--- config.mk ---
export PLATFORM = sky130hd
export DESIGN_NAME = amp_search_ctrl
export DESIGN_NICKNAME = d
export VERILOG_FILES = /design/src/rtl/amp_search_pkg.sv /design/src/rtl/settle_timer.sv /design/src/rtl/code_stepper.sv /design/src/rtl/amp_search_ctrl.sv
export SDC_FILE = /design/constraint.sdc
export NUM_CORES = 1
export LEC_CHECK = 0
export BUFFER_PORTS_ARGS = -buffer_cell sky130_fd_sc_hd__buf_4
export CELL_PAD_IN_SITES_DETAIL_PLACEMENT = 1
export CELL_PAD_IN_SITES_GLOBAL_PLACEMENT = 1
export CORE_ASPECT_RATIO = 1.1
export CORE_MARGIN = 5
export CORE_UTILIZATION = 29
export CTS_CLUSTER_SIZE = 10
export DETAILED_ROUTE_END_ITERATION = 6
export GPL_ROUTABILITY_DRIVEN = 1
export GPL_TIMING_DRIVEN = 0
export PLACE_DENSITY_LB_ADDON = 0.1
export SYNTH_ARGS = -nofsm -noshare
export SYNTH_HDL_FRONTEND = slang
export SYNTH_HIERARCHICAL = 1
export SYNTH_SLANG_ARGS = --single-unit
--- constraint.sdc ---
create_clock -name clk -period 6.55 [get_ports clk]
set_input_delay 0.3275 -clock clk [delete_from_list [all_inputs] [get_ports clk]]
set_output_delay 0.3275 -clock clk [all_outputs]
set_load 0.02 [all_outputs]
--- src/rtl/amp_search_pkg.sv ---
package amp_search_pkg;
    typedef enum logic {
        ST_SEARCH = 1'b0,
        ST_HOLD   = 1'b1
    } srch_state_e;
endpackage

--- src/rtl/settle_timer.sv ---
module settle_timer #(
    parameter int CYCLES = 75000
) (
    input  logic clk,
    input  logic rst_n,
    input  logic clear,
    input  logic run,
    output logic expire
);
    localparam int CNT_W = (CYCLES > 1) ? $clog2(CYCLES) : 1;
    localparam logic [CNT_W-1:0] LAST = CNT_W'(CYCLES - 1);

    logic [CNT_W-1:0] cnt_q;

    assign expire = run && !clear && (cnt_q == LAST);

    always_ff @(posedge clk or negedge rst_n) begin
        if (!rst_n) begin
            cnt_q <= '0;
        end else if (clear || !run || expire) begin
            cnt_q <= '0;
        end else begin
            cnt_q <= cnt_q + 1'b1;
        end
    end

    // the count never passes the interval end
    a_r2_cnt_bound: assert property (@(posedge clk) disable iff (!rst_n)
        cnt_q <= LAST);
endmodule

--- src/rtl/code_stepper.sv ---
module code_stepper #(
    parameter int CODE_W = 8
) (
    input  logic              clk,
    input  logic              rst_n,
    input  logic              init,
    input  logic              apply,
    input  logic              dir_up,
    output logic [CODE_W-1:0] code,
    output logic              step_zero
);
    localparam logic [CODE_W-1:0] MID_CODE   = CODE_W'(1) << (CODE_W - 1);
    localparam logic [CODE_W-1:0] FIRST_STEP = CODE_W'(1) << (CODE_W - 2);

    logic [CODE_W-1:0] code_q;
    logic [CODE_W-1:0] step_q;

    assign code      = code_q;
    assign step_zero = (step_q == '0);

    always_ff @(posedge clk or negedge rst_n) begin
        if (!rst_n) begin
            code_q <= MID_CODE;
            step_q <= FIRST_STEP;
        end else if (init) begin
            code_q <= MID_CODE;
            step_q <= FIRST_STEP;
        end else if (apply && !step_zero) begin
            code_q <= dir_up ? (code_q + step_q) : (code_q - step_q);
            step_q <= step_q >> 1;
        end
    end

    // the step is always a single power of two or exhausted
    a_r4_step_onehot: assert property (@(posedge clk) disable iff (!rst_n)
        $onehot0(step_q));
endmodule

--- src/rtl/amp_search_ctrl.sv ---
module amp_search_ctrl #(
    parameter int CODE_W        = 8,
    parameter int SETTLE_CYCLES = 75000
) (
    input  logic              clk,
    input  logic              rst_n,
    input  logic              restart,
    input  logic              amp_low,
    input  logic              amp_high,
    output logic [CODE_W-1:0] bias_code,
    output logic              boost,
    output logic              done,
    output logic              err
);
    import amp_search_pkg::*;

    srch_state_e state_q, state_d;
    logic expire, step_zero, decide, flags_bad, in_window, finish, apply_upd;
    logic searching;

    assign searching = (state_q == ST_SEARCH);
    assign decide    = searching && expire && !restart;
    assign flags_bad = amp_low && amp_high;
    assign in_window = !amp_low && !amp_high;
    assign finish    = decide && (step_zero || in_window);
    assign apply_upd = decide && !step_zero && !flags_bad && !in_window;

    settle_timer #(.CYCLES(SETTLE_CYCLES)) timer_i (
        .clk    (clk),
        .rst_n  (rst_n),
        .clear  (restart),
        .run    (searching),
        .expire (expire)
    );

    code_stepper #(.CODE_W(CODE_W)) stepper_i (
        .clk       (clk),
        .rst_n     (rst_n),
        .init      (restart),
        .apply     (apply_upd),
        .dir_up    (amp_low),
        .code      (bias_code),
        .step_zero (step_zero)
    );

    always_comb begin
        state_d = state_q;
        unique case (state_q)
            ST_SEARCH: if (restart) state_d = ST_SEARCH;
                       else if (finish) state_d = ST_HOLD;
            ST_HOLD:   if (restart) state_d = ST_SEARCH;
        endcase
    end

    always_ff @(posedge clk or negedge rst_n) begin
        if (!rst_n) state_q <= ST_SEARCH;
        else        state_q <= state_d;
    end

    always_ff @(posedge clk or negedge rst_n) begin
        if (!rst_n) begin
            boost <= 1'b1;
            done  <= 1'b0;
            err   <= 1'b0;
        end else if (restart) begin
            boost <= 1'b1;
            done  <= 1'b0;
            err   <= 1'b0;
        end else begin
            if (apply_upd || finish) boost <= 1'b0;
            if (finish) done <= 1'b1;
            if (decide && !step_zero && flags_bad) err <= 1'b1;
        end
    end

    // no code movement off a decision edge
    a_r2_code_stable: assert property (@(posedge clk) disable iff (!rst_n || restart)
        !expire |=> $stable(bias_code));
    // a low-amplitude decision raises the code
    a_r3_code_rises: assert property (@(posedge clk) disable iff (!rst_n || restart)
        (searching && expire && amp_low && !amp_high && !step_zero) |=> (bias_code > $past(bias_code)));
    // a high-amplitude decision lowers the code
    a_r4_code_falls: assert property (@(posedge clk) disable iff (!rst_n || restart)
        (searching && expire && amp_high && !amp_low && !step_zero) |=> (bias_code < $past(bias_code)));
    // invalid flags flag an error and leave the code
    a_r7_bad_flags: assert property (@(posedge clk) disable iff (!rst_n || restart)
        (searching && expire && flags_bad && !step_zero) |=> (err && $stable(bias_code)));
    // finished state is frozen
    a_r9_done_hold: assert property (@(posedge clk) disable iff (!rst_n || restart)
        done |=> (done && $stable(bias_code)));
    // boost is gone once the search has ended
    a_r8_boost_off: assert property (@(posedge clk) disable iff (!rst_n)
        done |-> !boost);
endmodule

## Word-level counts from Yosys, hierarchy flattened

Index checks and enable logic that the tools add are counted.

| storage, ports and cells | value |
|---|---|
| output and inout port bits | 11 |
| register bits after elaboration | 37 |
| input bits | 5 |
| logic and storage cells | 55 |

| operators by class | value |
|---|---|
| multiplexer cells | 16 |
| reduce and logical (&&, ||, !) cells | 27 |
| add/subtract/negate cells | 3 |
| bitwise gates (word level) | 1 |
| equal/unequal tests | 1 |

Operators with widths:

| operator | count |
|---|---|
| 8-bit 2-to-1 mux | 5 |
| 17-bit by 1-bit adder with 17-bit output (second input constant) | 1 |
| 17-bit equality test (second input constant) | 1 |
| 17-bit 2-to-1 mux | 1 |
| 1-bit logical AND | 12 |
| 1-bit 2-to-1 mux | 9 |
| 8-bit adder | 1 |
| 8-bit logical NOT | 1 |
| 2-bit nonzero test | 4 |
| 8-bit subtractor | 1 |
| 1-bit logical NOT | 6 |
| 1-bit logical OR | 4 |
| 1-bit one-hot mux with 2 select lines | 1 |
| 1-bit NOT | 1 |

## Longest topological paths before layout

Gate-level depths: netlist of run 1.

| logic depth | value |
|---|---|
| depth after elaboration | 11 |
| gate-level depth with buffers | 12 |
| gate-level depth less buffers | 11 |

## Modules after synthesis

Netlist of run 1, hierarchy kept.

Modules (own cells, without submodules):

| module | area each (µm²) | cells an instance | instances | seq. area each (µm²) |
|---|---|---|---|---|
| code_stepper | 1029.7 | 104 | 1 | 377.9 |
| settle_timer | 873.3 | 88 | 1 | 425.4 |
| amp_search_ctrl | 198.9 | 19 | 1 | 101.3 |

## Worst setup path before layout of run 1

Ideal clock, no wire load.

| path | value |
|---|---|
| path kind | reg2reg |
| start | reg timer_i.cnt_q[0] |
| end | reg stepper_i.code_q[6], in the netlist stepper_i/code[6] |
| clock period less this slack | 3.099 ns |
| library setup time | 0.122 ns |
| path buffers | 1 |
| cell stages (with the launch flop) | 12 |
| path slack | 3.451 ns |
| arrival | 2.977 ns |
| required time | 6.428 ns |
| cells stage by stage | dfrtp_1 > ha_1 > nand4_1 > or4_4 > nor3b_1 > or3b_4 > nor3_2 > inv_1 > a31oi_1 > nor2_1 > buf_4 > a32o_1 |

| between the ends | value |
|---|---|
| cells in the longest elaborated chain, start to end | 9 |

RTL lines:

| what | line | text |
|---|---|---|
| start, declared | settle_timer.sv:13 | `logic [CNT_W-1:0] cnt_q;` |
| start signal, assigned | settle_timer.sv:23 | `cnt_q <= cnt_q + 1'b1;` |
| 17-bit equality test | settle_timer.sv:15 | `assign expire = run && !clear && (cnt_q == LAST);` |
| 1-bit logical AND | settle_timer.sv:15 |  |
| named net expire | amp_search_ctrl.sv:18 | `logic expire, step_zero, decide, flags_bad, in_window, finish, apply_upd;` |
| 1-bit logical AND (2 in series) | amp_search_ctrl.sv:22 | `assign decide = searching && expire && !restart;` |
| 1-bit logical AND (3 in series) | amp_search_ctrl.sv:26 | `assign apply_upd = decide && !step_zero && !flags_bad && !in_window;` |
| named net apply_upd | amp_search_ctrl.sv:18 |  |
| 1-bit logical AND | code_stepper.sv:28 | `end else if (apply && !step_zero) begin` |
| 2-bit nonzero test (no line) | -- |  |
| end signal, assigned | code_stepper.sv:29 | `code_q <= dir_up ? (code_q + step_q) : (code_q - step_q);` |
| end, declared | code_stepper.sv:15 | `logic [CODE_W-1:0] code_q;` |

The timed path passes the listed nets, and every way through them passes these cells.
A chain may end at the register's enable or synchronous reset.

## Worst setup path in the final report of run 1

| path | value |
|---|---|
| start | reg timer_i.cnt_q[0] |
| end | reg stepper_i.code_q[3], in the netlist stepper_i/code[3] |

Same word-level chain as after synthesis.

==> metrics.txt, run 1 <==
RSZ-0062 raised after global routing=false; post_cts resized=0; status=complete, but fails checks; Max-slew headroom=67.0%; worst path cell trace=ha_1 -> nand4_1 -> or4_4 -> nor3b_1 -> or3b_4 -> nor3_2 -> inv_1 -> nor3_4 -> inv_2 -> o21ai_2; cts hold-fix bufs=0; Max Slew Vio Count=0; Worst R2R End=stepper_i/code[3]$_DFFE_PN0P_; multi-input logic area=1110 sq um; crit share post-route=55.3%; Die Width=91.2 um; CP delay by family, top=simple AND/OR/NAND/NOR gates; Top FF cell, synth=dfrtp_1; WL/cell=15.2 um; sequential area share after synthesis=43.0%; crit path kind=register to register; r2r worst-path depth=10; failing checks=hold timing; final setup fails=0; crit path max fanout=8; overall routed net length=4.83 mm; PD cells=168 nW/um^2; filler cell count=806; crit start category=register; Layout area overhead=14.3%; cts bufs inserted=5; 1st-iter DRT viols=13; Crit path arrival time=3.85 ns; DP Wirelength=3.52 mm; power consumption=0.403 mW; Netlist Area Pre-Place=2100 sq um; worst setup path end=stepper_i/code[3]$_DFFE_PN0P_; core area=7050 sq um; Worst path slowest cell=or4_4; Reg-to-Reg Start=timer_i/cnt_q[0]$_DFF_PN0_; syn nets=226; crit path time final=3.62 ns; vias per inst=4.93; Root Driver=clkbuf_8; Hold WS=-0.00569 ns; Min-Delay Path Class=primary input to async pin; pre-CTS worst setup slack=2.85 ns; sum of negative setup slack=0 ns; Yosys warnings=6; first-pass GRT wire length=8.41 mm; Cell variety after synth=51; Buffers on Ports=15; total grt overflow=0; Worst-Skew Late Latency=0.29 ns; Final Hold Fails=8; most common cell after layout, fill and taps aside=dfrtp_1; Slew @ Worst Pin=0.494 ns; Yosys reg bits=36; max-cap viol count=0; FF/Latch Area=905 sq um; proportion of layout cells with a drive suffix above 1=19.2%; Starting Density=29.8%; antenna cells=0; number of global-route vias before repair=1685; CP max stage delay=0.64 ns; largest net degree at the start of global routing=37; Buffers & Inverters on Critical Path=2; stages on the worst setup path=10; most frequent cells in the layout=33 x dfrtp_1, 28 x nor2_1, 16 x buf_4; EDFF count, synth=0; io pins=16; Synth area leader=dfrtp_1; Post-Syn Instances=211; fmax=0.276 GHz; Crit. Startpoint=timer_i/cnt_q[0]$_DFF_PN0_; NumNets Final=248; clock buffer depth=2; Critical Path RT=6.78 ns; Worst R2R Setup Slack=2.93 ns; Leakage=1.03 nW; Total Routing Usage GR=11.6%; clk_skew=0.0104 ns; fraction of registers with async set/reset=100%; # DRC=0; H-tree Lvls=2; fin worst setup slack=2.93 ns; CTS clk-pin slew, worst paths=0.08 ns; initial antenna violation count=0; Sink Count=36; die area=9050 sq um; Pre-Repair DR Iteration Count=4; synth top area cells=dfrtp_1 39%, xnor2_1 6.3%, ha_1 5.4%; Die Ht=99.3 um; GPL Wtd Cong=0.721; synthesized area per cell=9.96 sq um; Cell Rows=32; CTS tree=built; Final ANT Viol Nets=0; endpoint type of the worst setup path=register; Synth top area share=39.3%; maximum vdd drop=91.1 uV; Setup Fix Bufs, Post-CTS=0; Vias=1574
==> worst min-delay path by stage <==
| stage | startpoint | to | cells past startpoint |
|---|---|---|---|
| 2_1_floorplan | rst_n | done$_DFFE_PN0P_ | 0 |
| 3_5_place_dp | rst_n | stepper_i/code[1]$_DFFE_PN0P_ | 1 |
| 5_1_grt | rst_n | stepper_i/code[1]$_DFFE_PN0P_ | 1 |
| 4_1_cts | rst_n | stepper_i/code[1]$_DFFE_PN0P_ | 1 |
| 6_report | rst_n | stepper_i/code[1]$_DFFE_PN0P_ | 1 |
| 3_3_place_gp | rst_n | stepper_i/code[1]$_DFFE_PN0P_ | 1 |
==> report_power, final <==
part | internal (mW) | switching (mW) | total (mW)
logic | 0.00657 | 0.0135 | 0.0201
clock network | 0.0748 | 0.0819 | 0.157
registers | 0.224 | 0.00222 | 0.226
==> cells in the mapped netlist, drive strengths merged, types with 2 or more instances <==
master,instances
nand3,5
or2,2
a31oi,3
xor2,6
buf,2
nor4,2
mux2i,3
o31ai,2
nor3,10
nand3b,2
nand2,12
dfrtp,33
or4,4
xnor2,15
nand4,5
nand2b,3
a32o,2
o21ai,9
dfstp,3
inv,16
ha,9
a22o,5
a21o,2
o22ai,3
nor2,28
a21oi,9
==> layout make-up <==
type,instances,share of cell area (%)
Buffer,2,0.938
Sequential cell,36,37.7
Multi-Input combinational cell,157,46.4
Clock buffer,7,3.18
Clock inverter,1,0.208
Timing Repair Buffer,15,4.69
Inverter,16,2.50
Tap cell,85,4.43
==> metal layers <==
metal	vias up	global-route usage (%)	share of wire [%]
met1	776	13.4	44
li1	781	-	-
met3	4	3.10	2.6
met4	0	3.39	0.64
met5	-	0	0
met2	13	20.8	52
==> through the flow <==
stage,utilization [%],cells,cell area [sq um]
after floorplan,-,211,2100
after CTS,34.1,319,2400
after global routing,34.1,319,2400
final,34.1,319,2400
after global placement,32.9,311,2320
after detailed placement,32.9,311,2320
==> state kept, by name (all words and copies together), names as in the netlist <==
signal,cells
timer_i/cnt_q,17
stepper_i/code,8
state_q,1
boost,1
stepper_i/step_q,7
err,1
done,1
==> cell families after synthesis <==
| kind of cell | Yosys count | synth area share, % |
|---|---|---|
| XOR/XNOR | 21 | 8.75 |
| AO/OA/AOI/OAI | 39 | 13.2 |
| buffers and inverters | 18 | 3.93 |
| flip-flops | 36 | 43.0 |
| adder cells (fa/ha/maj) | 10 | 6.31 |
| multiplexers | 4 | 1.96 |
| AND/OR/NAND/NOR | 83 | 22.9 |
No activity file was read; power rests on OpenSTA's default activity.
==> inputs of run 2 (changes only) <==
==> constraint.sdc (replaced) <==
create_clock -name clk -period 3.3 [get_ports clk]
set_input_delay 0.165 -clock clk [delete_from_list [all_inputs] [get_ports clk]]
set_output_delay 0.165 -clock clk [all_outputs]
set_load 0.02 [all_outputs]
==> run 2 against run 1 <==
  * The flow now finishes without violations
  * Critical path depth did not move
  * Critical endpoint is now stepper_i/code[6]$_DFFE_PN0P_
  * Final area rose by 4.2%
  * Die area did not move
  * Core utilization rose by 1.4 points
  * Power rose by 100%
==> metrics.txt, run 2 (synthesis gave the netlist of run 1 again) <==
crit path time final=3.17 ns (was 3.62 ns); fin worst setup slack=0.128 ns (was 2.93 ns); Sink Count=36 (unchanged); RSZ-0062 raised after global routing=false (unchanged); Crit path arrival time=3.35 ns (was 3.85 ns); crit path kind=register to register (unchanged); GR Layer Usage met2=20.9% (was 20.8%); Final Hold Fails=0 (was 8); crit share post-route=96.1% (was 55.3%); Max-slew headroom=67.7% (was 67.0%); overall routed net length=4.91 mm (was 4.83 mm); filler-free cell count of the finished design=327 (was 319); Pre-Repair DR Iteration Count=4 (unchanged); WL/cell=15.0 um (was 15.2 um); status=complete, no violations (was complete, but fails checks); die area=9050 sq um (unchanged); Hold WS=0.194 ns (was -0.00569 ns); clock buffer depth=2 (unchanged); GPL Wtd Cong=0.721 (unchanged); antenna cells=0 (unchanged); Leakage=1.07 nW (was 1.03 nW); largest net degree at the start of global routing=37 (unchanged); Worst-Skew Late Latency=0.29 ns (about the same); Total Routing Usage GR=11.6% (about the same); initial antenna violation count=0 (unchanged); PD cells=322 nW/um^2 (was 168 nW/um^2); Layout area overhead=19.0% (was 14.3%); crit path max fanout=10 (was 8); fmax=0.315 GHz (was 0.276 GHz); placed cell count=311 (unchanged); CTS clk-pin slew, worst paths=0.08 ns (about the same); Final ANT Viol Nets=0 (unchanged); 1st-iter DRT viols=18 (was 13); Buffers on Ports=15 (unchanged); first-pass GRT wire length=8.46 mm (was 8.41 mm); proportion of layout cells with a drive suffix above 1=23.6% (was 19.2%); pre-CTS worst setup slack=-0.402 ns (was 2.85 ns); Starting Density=29.8% (unchanged); DP Wirelength=3.52 mm (unchanged); Root Driver=clkbuf_8 (unchanged); number of flip-flops in the largest register=17 (unchanged); Vias=1586 (was 1574); met1 usage=13.4% (about the same); Die Ht=99.3 um (unchanged); Slew @ Worst Pin=0.485 ns (was 0.494 ns); Max Slew Vio Count=0 (unchanged); # DRC=0 (unchanged); NumNets Final=256 (was 248); Die Width=91.2 um (unchanged); crit start category=register (unchanged); clk_skew=0.00926 ns (was 0.0104 ns); core area=7050 sq um (unchanged); Min-Delay Path Class=primary input to register (was primary input to async pin); H-tree Lvls=2 (unchanged); maximum vdd drop=185 uV (was 91.1 uV); GRT Max-Usage Layer=met2 (unchanged); met3 track demand over resource=3.10% (unchanged); register with the most flip-flops=timer_i/cnt_q (unchanged); filler cell count=810 (was 806); most common cell after layout, fill and taps aside=dfrtp_1 (unchanged); io pins=16 (unchanged); Cell Rows=32 (unchanged); number of global-route vias before repair=1694 (was 1685); CTS tree=built (unchanged); total grt overflow=0 (unchanged); cts bufs inserted=5 (unchanged); Critical Path RT=3.48 ns (was 6.78 ns); most frequent cells in the layout=33 x dfrtp_1, 27 x nor2_1, 23 x buf_4 (was 33 x dfrtp_1, 28 x nor2_1, 16 x buf_4); vias per inst=4.85 (was 4.93); max-cap viol count=0 (unchanged); final setup fails=0 (unchanged); endpoint type of the worst setup path=register (unchanged)
## run 2: what timing repair did
item	4_1_cts	5_1_grt
hold endpoints to repair	33	0
endpoints found under the setup margin	13	10
setup buffers	1	6
hold buffers	1	0
cloned	0	0
pin swaps	2	1
resized for setup	5	3
## run 2: layout make-up
type                       instances  area (sq um)  share of cell area [%]
clock inverter                     1          5.00                   0.200
buffer                             2          22.5                   0.900
timing repair buffer              23           175                    7.00
clock buffer                       7          76.3                    3.05
sequential                        36           905                    36.2
multi-input combinational        157          1150                    46.1
inverter                          16          60.1                    2.40
tap                               85           106                    4.25
## run 2: stage by stage
step           instance area (sq um)  setup TNS (ns)  total power [mW]  util [%]
6_report                        2500               0             0.806      35.5
5_1_grt                         2500               0             0.851      35.5
4_1_cts                         2440               0             0.822      34.6
3_5_place_dp                    2320           -4.34             0.499      32.9
3_3_place_gp                    2320           -4.31             0.499      32.9
2_1_floorplan                   2100               0             0.474         -
## run 2: where the power goes
part | leakage [nW] | switching, mW | internal (mW)
Sequential | 0.490 | 0.00434 | 0.444
Combinational | 0.541 | 0.0284 | 0.0162
Clock | 0.0422 | 0.164 | 0.148
## run 2: layer usage
layer / routed length [um] / vias up
met5: 0 / -
met4: 23 / 0
met3: 127 / 2
met2: 2630 / 12
met1: 2130 / 774
li1: - / 798
## run 2: final timing paths
check                                           start                         endpoint  slack (ns)  cells after the start
min in group asynchronous                       rst_n    stepper_i/code[1]$_DFFE_PN0P_        0.38                      2
hold reg to reg                     boost$_DFFE_PN1P_                boost$_DFFE_PN1P_        0.51                      2
hold / removal                                restart  stepper_i/step_q[5]$_DFFE_PN0P_        0.19                      2
setup reg to reg           timer_i/cnt_q[8]$_DFF_PN0_    stepper_i/code[6]$_DFFE_PN0P_        0.13                     10
setup / recovery           timer_i/cnt_q[8]$_DFF_PN0_    stepper_i/code[6]$_DFFE_PN0P_        0.13                     10
max in group asynchronous                       rst_n                boost$_DFFE_PN1P_        2.55                      2
## run 2: critical path: stages, from the launching register on
cell and delay [ns]:
dfrtp_1 0.44, or4_1 0.53, or4_4 0.47, nor3b_4 0.22, or3b_4 0.43, nor3_4 0.22
inv_2 0.11, a31oi_4 0.17, nor2_2 0.07, buf_4 0.18, a32o_1 0.21
==> inputs of run 3 (changes only) <==
--- a/config.mk
+++ b/config.mk
@@ -8,7 +8,6 @@
 export BUFFER_PORTS_ARGS = -buffer_cell sky130_fd_sc_hd__buf_4
 export CELL_PAD_IN_SITES_DETAIL_PLACEMENT = 1
 export CELL_PAD_IN_SITES_GLOBAL_PLACEMENT = 1
-export CORE_ASPECT_RATIO = 1.1
 export CORE_MARGIN = 5
 export CORE_UTILIZATION = 29
 export CTS_CLUSTER_SIZE = 10
@@ -18,5 +17,4 @@
 export PLACE_DENSITY_LB_ADDON = 0.1
 export SYNTH_ARGS = -nofsm -noshare
 export SYNTH_HDL_FRONTEND = slang
-export SYNTH_HIERARCHICAL = 1
 export SYNTH_SLANG_ARGS = --single-unit
==> constraint.sdc (replaced) <==
create_clock -name clk -period 4.1 [get_ports clk]
set_input_delay 0.205 -clock clk [delete_from_list [all_inputs] [get_ports clk]]
set_output_delay 0.205 -clock clk [all_outputs]
set_load 0.02 [all_outputs]
==> run 3 against run 2 <==
  * Clock-buffer cell count unchanged
  * Clock skew up 0.0028 ns
  * Non-clock buffer count unchanged
  * Global-route usage up 1.5 points
  * Setup slack better by 1.4 ns
  * Register-to-register slack better by 1.4 ns
  * Wire length up 7.9%
  * Largest power group unchanged
  * Highest routed layer unchanged
==> metrics.txt, run 3 <==
Cell Rows=31 (was 32); H-tree Lvls=2 (unchanged); clk_skew=0.0121 ns (was 0.00926 ns); RSZ-0062 raised after global routing=false (unchanged); io pins=16 (unchanged); sequential area share after synthesis=43.0% (unchanged); Min-Delay Path Class=primary input to register (unchanged); Synth top area share=39.3% (unchanged); core area=7140 sq um (was 7050 sq um); # DRC=0 (unchanged); cts bufs inserted=5 (unchanged); Top FF cell, synth=dfrtp_1 (unchanged); Yosys reg bits=36 (unchanged); PD cells=303 nW/um^2 (was 322 nW/um^2); EDFF count, synth=0 (unchanged); Reg-to-Reg Start=stepper_i.step_q[2]$_DFFE_PN0P_ (was timer_i/cnt_q[8]$_DFF_PN0_); Root Driver=clkbuf_8 (unchanged); largest net degree at the start of global routing=37 (unchanged); cts hold-fix bufs=1 (unchanged); pre-CTS worst setup slack=1.62 ns (was -0.402 ns); Crit. Startpoint=stepper_i.step_q[2]$_DFFE_PN0P_ (was timer_i/cnt_q[8]$_DFF_PN0_); status=complete, no violations (unchanged); total grt overflow=0 (unchanged); Setup Fix Bufs, Post-CTS=0 (was 1); crit share post-route=61.6% (was 96.1%); Total Routing Usage GR=13.2% (was 11.6%); Max-slew headroom=63.3% (was 67.7%); 1st-iter DRT viols=38 (was 18); first-pass GRT wire length=9.12 mm (was 8.46 mm); overall routed net length=5.30 mm (was 4.91 mm); Critical Path RT=4.35 ns (was 3.48 ns); CTS tree=built (unchanged); vias per inst=4.76 (was 4.85); synth top area cells=dfrtp_1 39%, xor2_1 6.7%, nor2_1 5.5% (was dfrtp_1 39%, xnor2_1 6.3%, ha_1 5.4%); CTS clk-pin slew, worst paths=0.09 ns (was 0.08 ns); crit path kind=register to register (unchanged); proportion of layout cells with a drive suffix above 1=14.2% (was 23.6%); Synth area leader=dfrtp_1 (unchanged); sum of negative setup slack=0 ns (unchanged); Crit path arrival time=2.77 ns (was 3.35 ns); Layout area overhead=17.7% (was 19.0%); clock buffer depth=2 (unchanged); Cell variety after synth=41 (was 51); Die Width=95.1 um (was 91.2 um); synthesized area per cell=9.18 sq um (was 9.96 sq um); max-cap viol count=0 (unchanged); Netlist Area Pre-Place=2100 sq um (unchanged); Yosys warnings=0 (was 6); number of global-route vias before repair=1824 (was 1694); post_cts resized=0 (was 5); die area=9050 sq um (about the same); fraction of registers with async set/reset=100% (unchanged); syn nets=244 (was 226); fin worst setup slack=1.58 ns (was 0.128 ns); most common cell after layout, fill and taps aside=dfrtp_1 (unchanged); endpoint type of the worst setup path=register (unchanged); crit path max fanout=7 (was 10); Die Ht=95.1 um (was 99.3 um); Buffers on Ports=15 (unchanged); Leakage=1.11 nW (was 1.07 nW); fmax=0.396 GHz (was 0.315 GHz); antenna cells=0 (unchanged); DP Wirelength=3.80 mm (was 3.52 mm); Hold Crit Start=amp_high (was restart); NumNets Final=267 (was 256); initial antenna violation count=0 (unchanged); most frequent cells in the layout=33 x dfrtp_1, 31 x nor2_1, 20 x nand2_1 (was 33 x dfrtp_1, 27 x nor2_1, 23 x buf_4); maximum vdd drop=119 uV (was 185 uV); final setup fails=0 (unchanged); GPL Wtd Cong=0.733 (was 0.721); Vias=1676 (was 1586); Starting Density=29.5% (was 29.8%); Sink Count=36 (unchanged); Slew @ Worst Pin=0.548 ns (was 0.485 ns); Pre-Repair DR Iteration Count=4 (unchanged); most common cell in the synthesized netlist=dfrtp_1 (unchanged); most frequent cells after synthesis=33 x dfrtp_1, 31 x nor2_1, 20 x nand2_1 (was 33 x dfrtp_1, 28 x nor2_1, 15 x inv_1, 15 x xnor2_1, 12 x nand2_1); crit start category=register (unchanged); Final ANT Viol Nets=0 (unchanged); Post-Syn Instances=229 (was 211); crit path time final=2.52 ns (was 3.17 ns); number of flip-flops in the largest register=17 (unchanged); Worst-Skew Late Latency=0.30 ns (was 0.29 ns); Max Slew Vio Count=0 (unchanged); Final Hold Fails=0 (unchanged); WL/cell=15.0 um (about the same); register with the most flip-flops=timer_i.cnt_q (was timer_i/cnt_q); Core Util, Final=34.7% (was 35.5%)
[run 3: path summary, 6_finish.rpt]
kind | endpoint | slack, ns | depth (start not counted)
worst max-delay path | stepper_i.code[6]$_DFFE_PN0P_ | 1.58 | 9
worst min-delay path | err$_DFFE_PN0P_ | 0.23 | 3
worst max register to register | stepper_i.code[6]$_DFFE_PN0P_ | 1.58 | 9
worst min register to register | timer_i.cnt_q[0]$_DFF_PN0_ | 0.49 | 1
max in group asynchronous | boost$_DFFE_PN1P_ | 3.34 | 2
min in group asynchronous | stepper_i.code[4]$_DFFE_PN0P_ | 0.40 | 2
[run 3: worst max-delay path: stages (launching register included)]
cell and delay (ns):
dfrtp_1 0.36, clkbuf_1 0.19, nor4_1 0.47, a21oi_1 0.16, xor2_1 0.18, ha_1 0.32
inv_1 0.08, or4_1 0.51, nand3_1 0.10, a21o_1 0.11
[run 3: kinds of logic (layout without fill, tap and decap cells)]
logic type / count (synthesis) / after routing / synth area share [%]
and+or+nand+nor: 105 / 105 / 26.0
AOI/OAI and AO/OA: 37 / 37 / 10.5
DFF: 36 / 36 / 43.0
xor gates and xnor gates: 23 / 23 / 9.58
buffers and inverters: 16 / 40 / 3.57
adders and majority gates: 10 / 10 / 6.31
muxes: 2 / 2 / 1.01
[run 3: final cells by class]
type / count / area [sq um]
inverter: 7 / 26.3
fill: 867 / 4660
clock buffer: 7 / 96.3
timing repair buffer: 16 / 123
multi-input combinational: 177 / 1120
tap: 99 / 124
buffer: 9 / 48.8
sequential: 36 / 905
clock inverter: 1 / 30.0
[run 3: power by group]
group	switching [mW]	total, mW	internal, mW
Combinational	0.0214	0.0320	0.0106
Clock	0.144	0.359	0.215
Sequential	0.00164	0.359	0.357
[run 3: layer usage]
metal | routed length, um | GRT usage, %
met5 | 0 | 0
met4 | 105 | 4.33
met3 | 156 | 3.55
met2 | 2640 | 23.1
met1 | 2390 | 15.4
[run 3: stage by stage]
stage | power [mW] | instance area, sq um | hold slack (ns) | std cells
after floorplan | 0.381 | 2100 | -0.0906 | 229
after global placement | 0.399 | 2340 | 0.208 | 343
after detailed placement | 0.399 | 2340 | 0.209 | 343
after CTS | 0.767 | 2470 | 0.224 | 352
after global routing | 0.788 | 2470 | 0.232 | 352
final | 0.749 | 2470 | 0.231 | 352
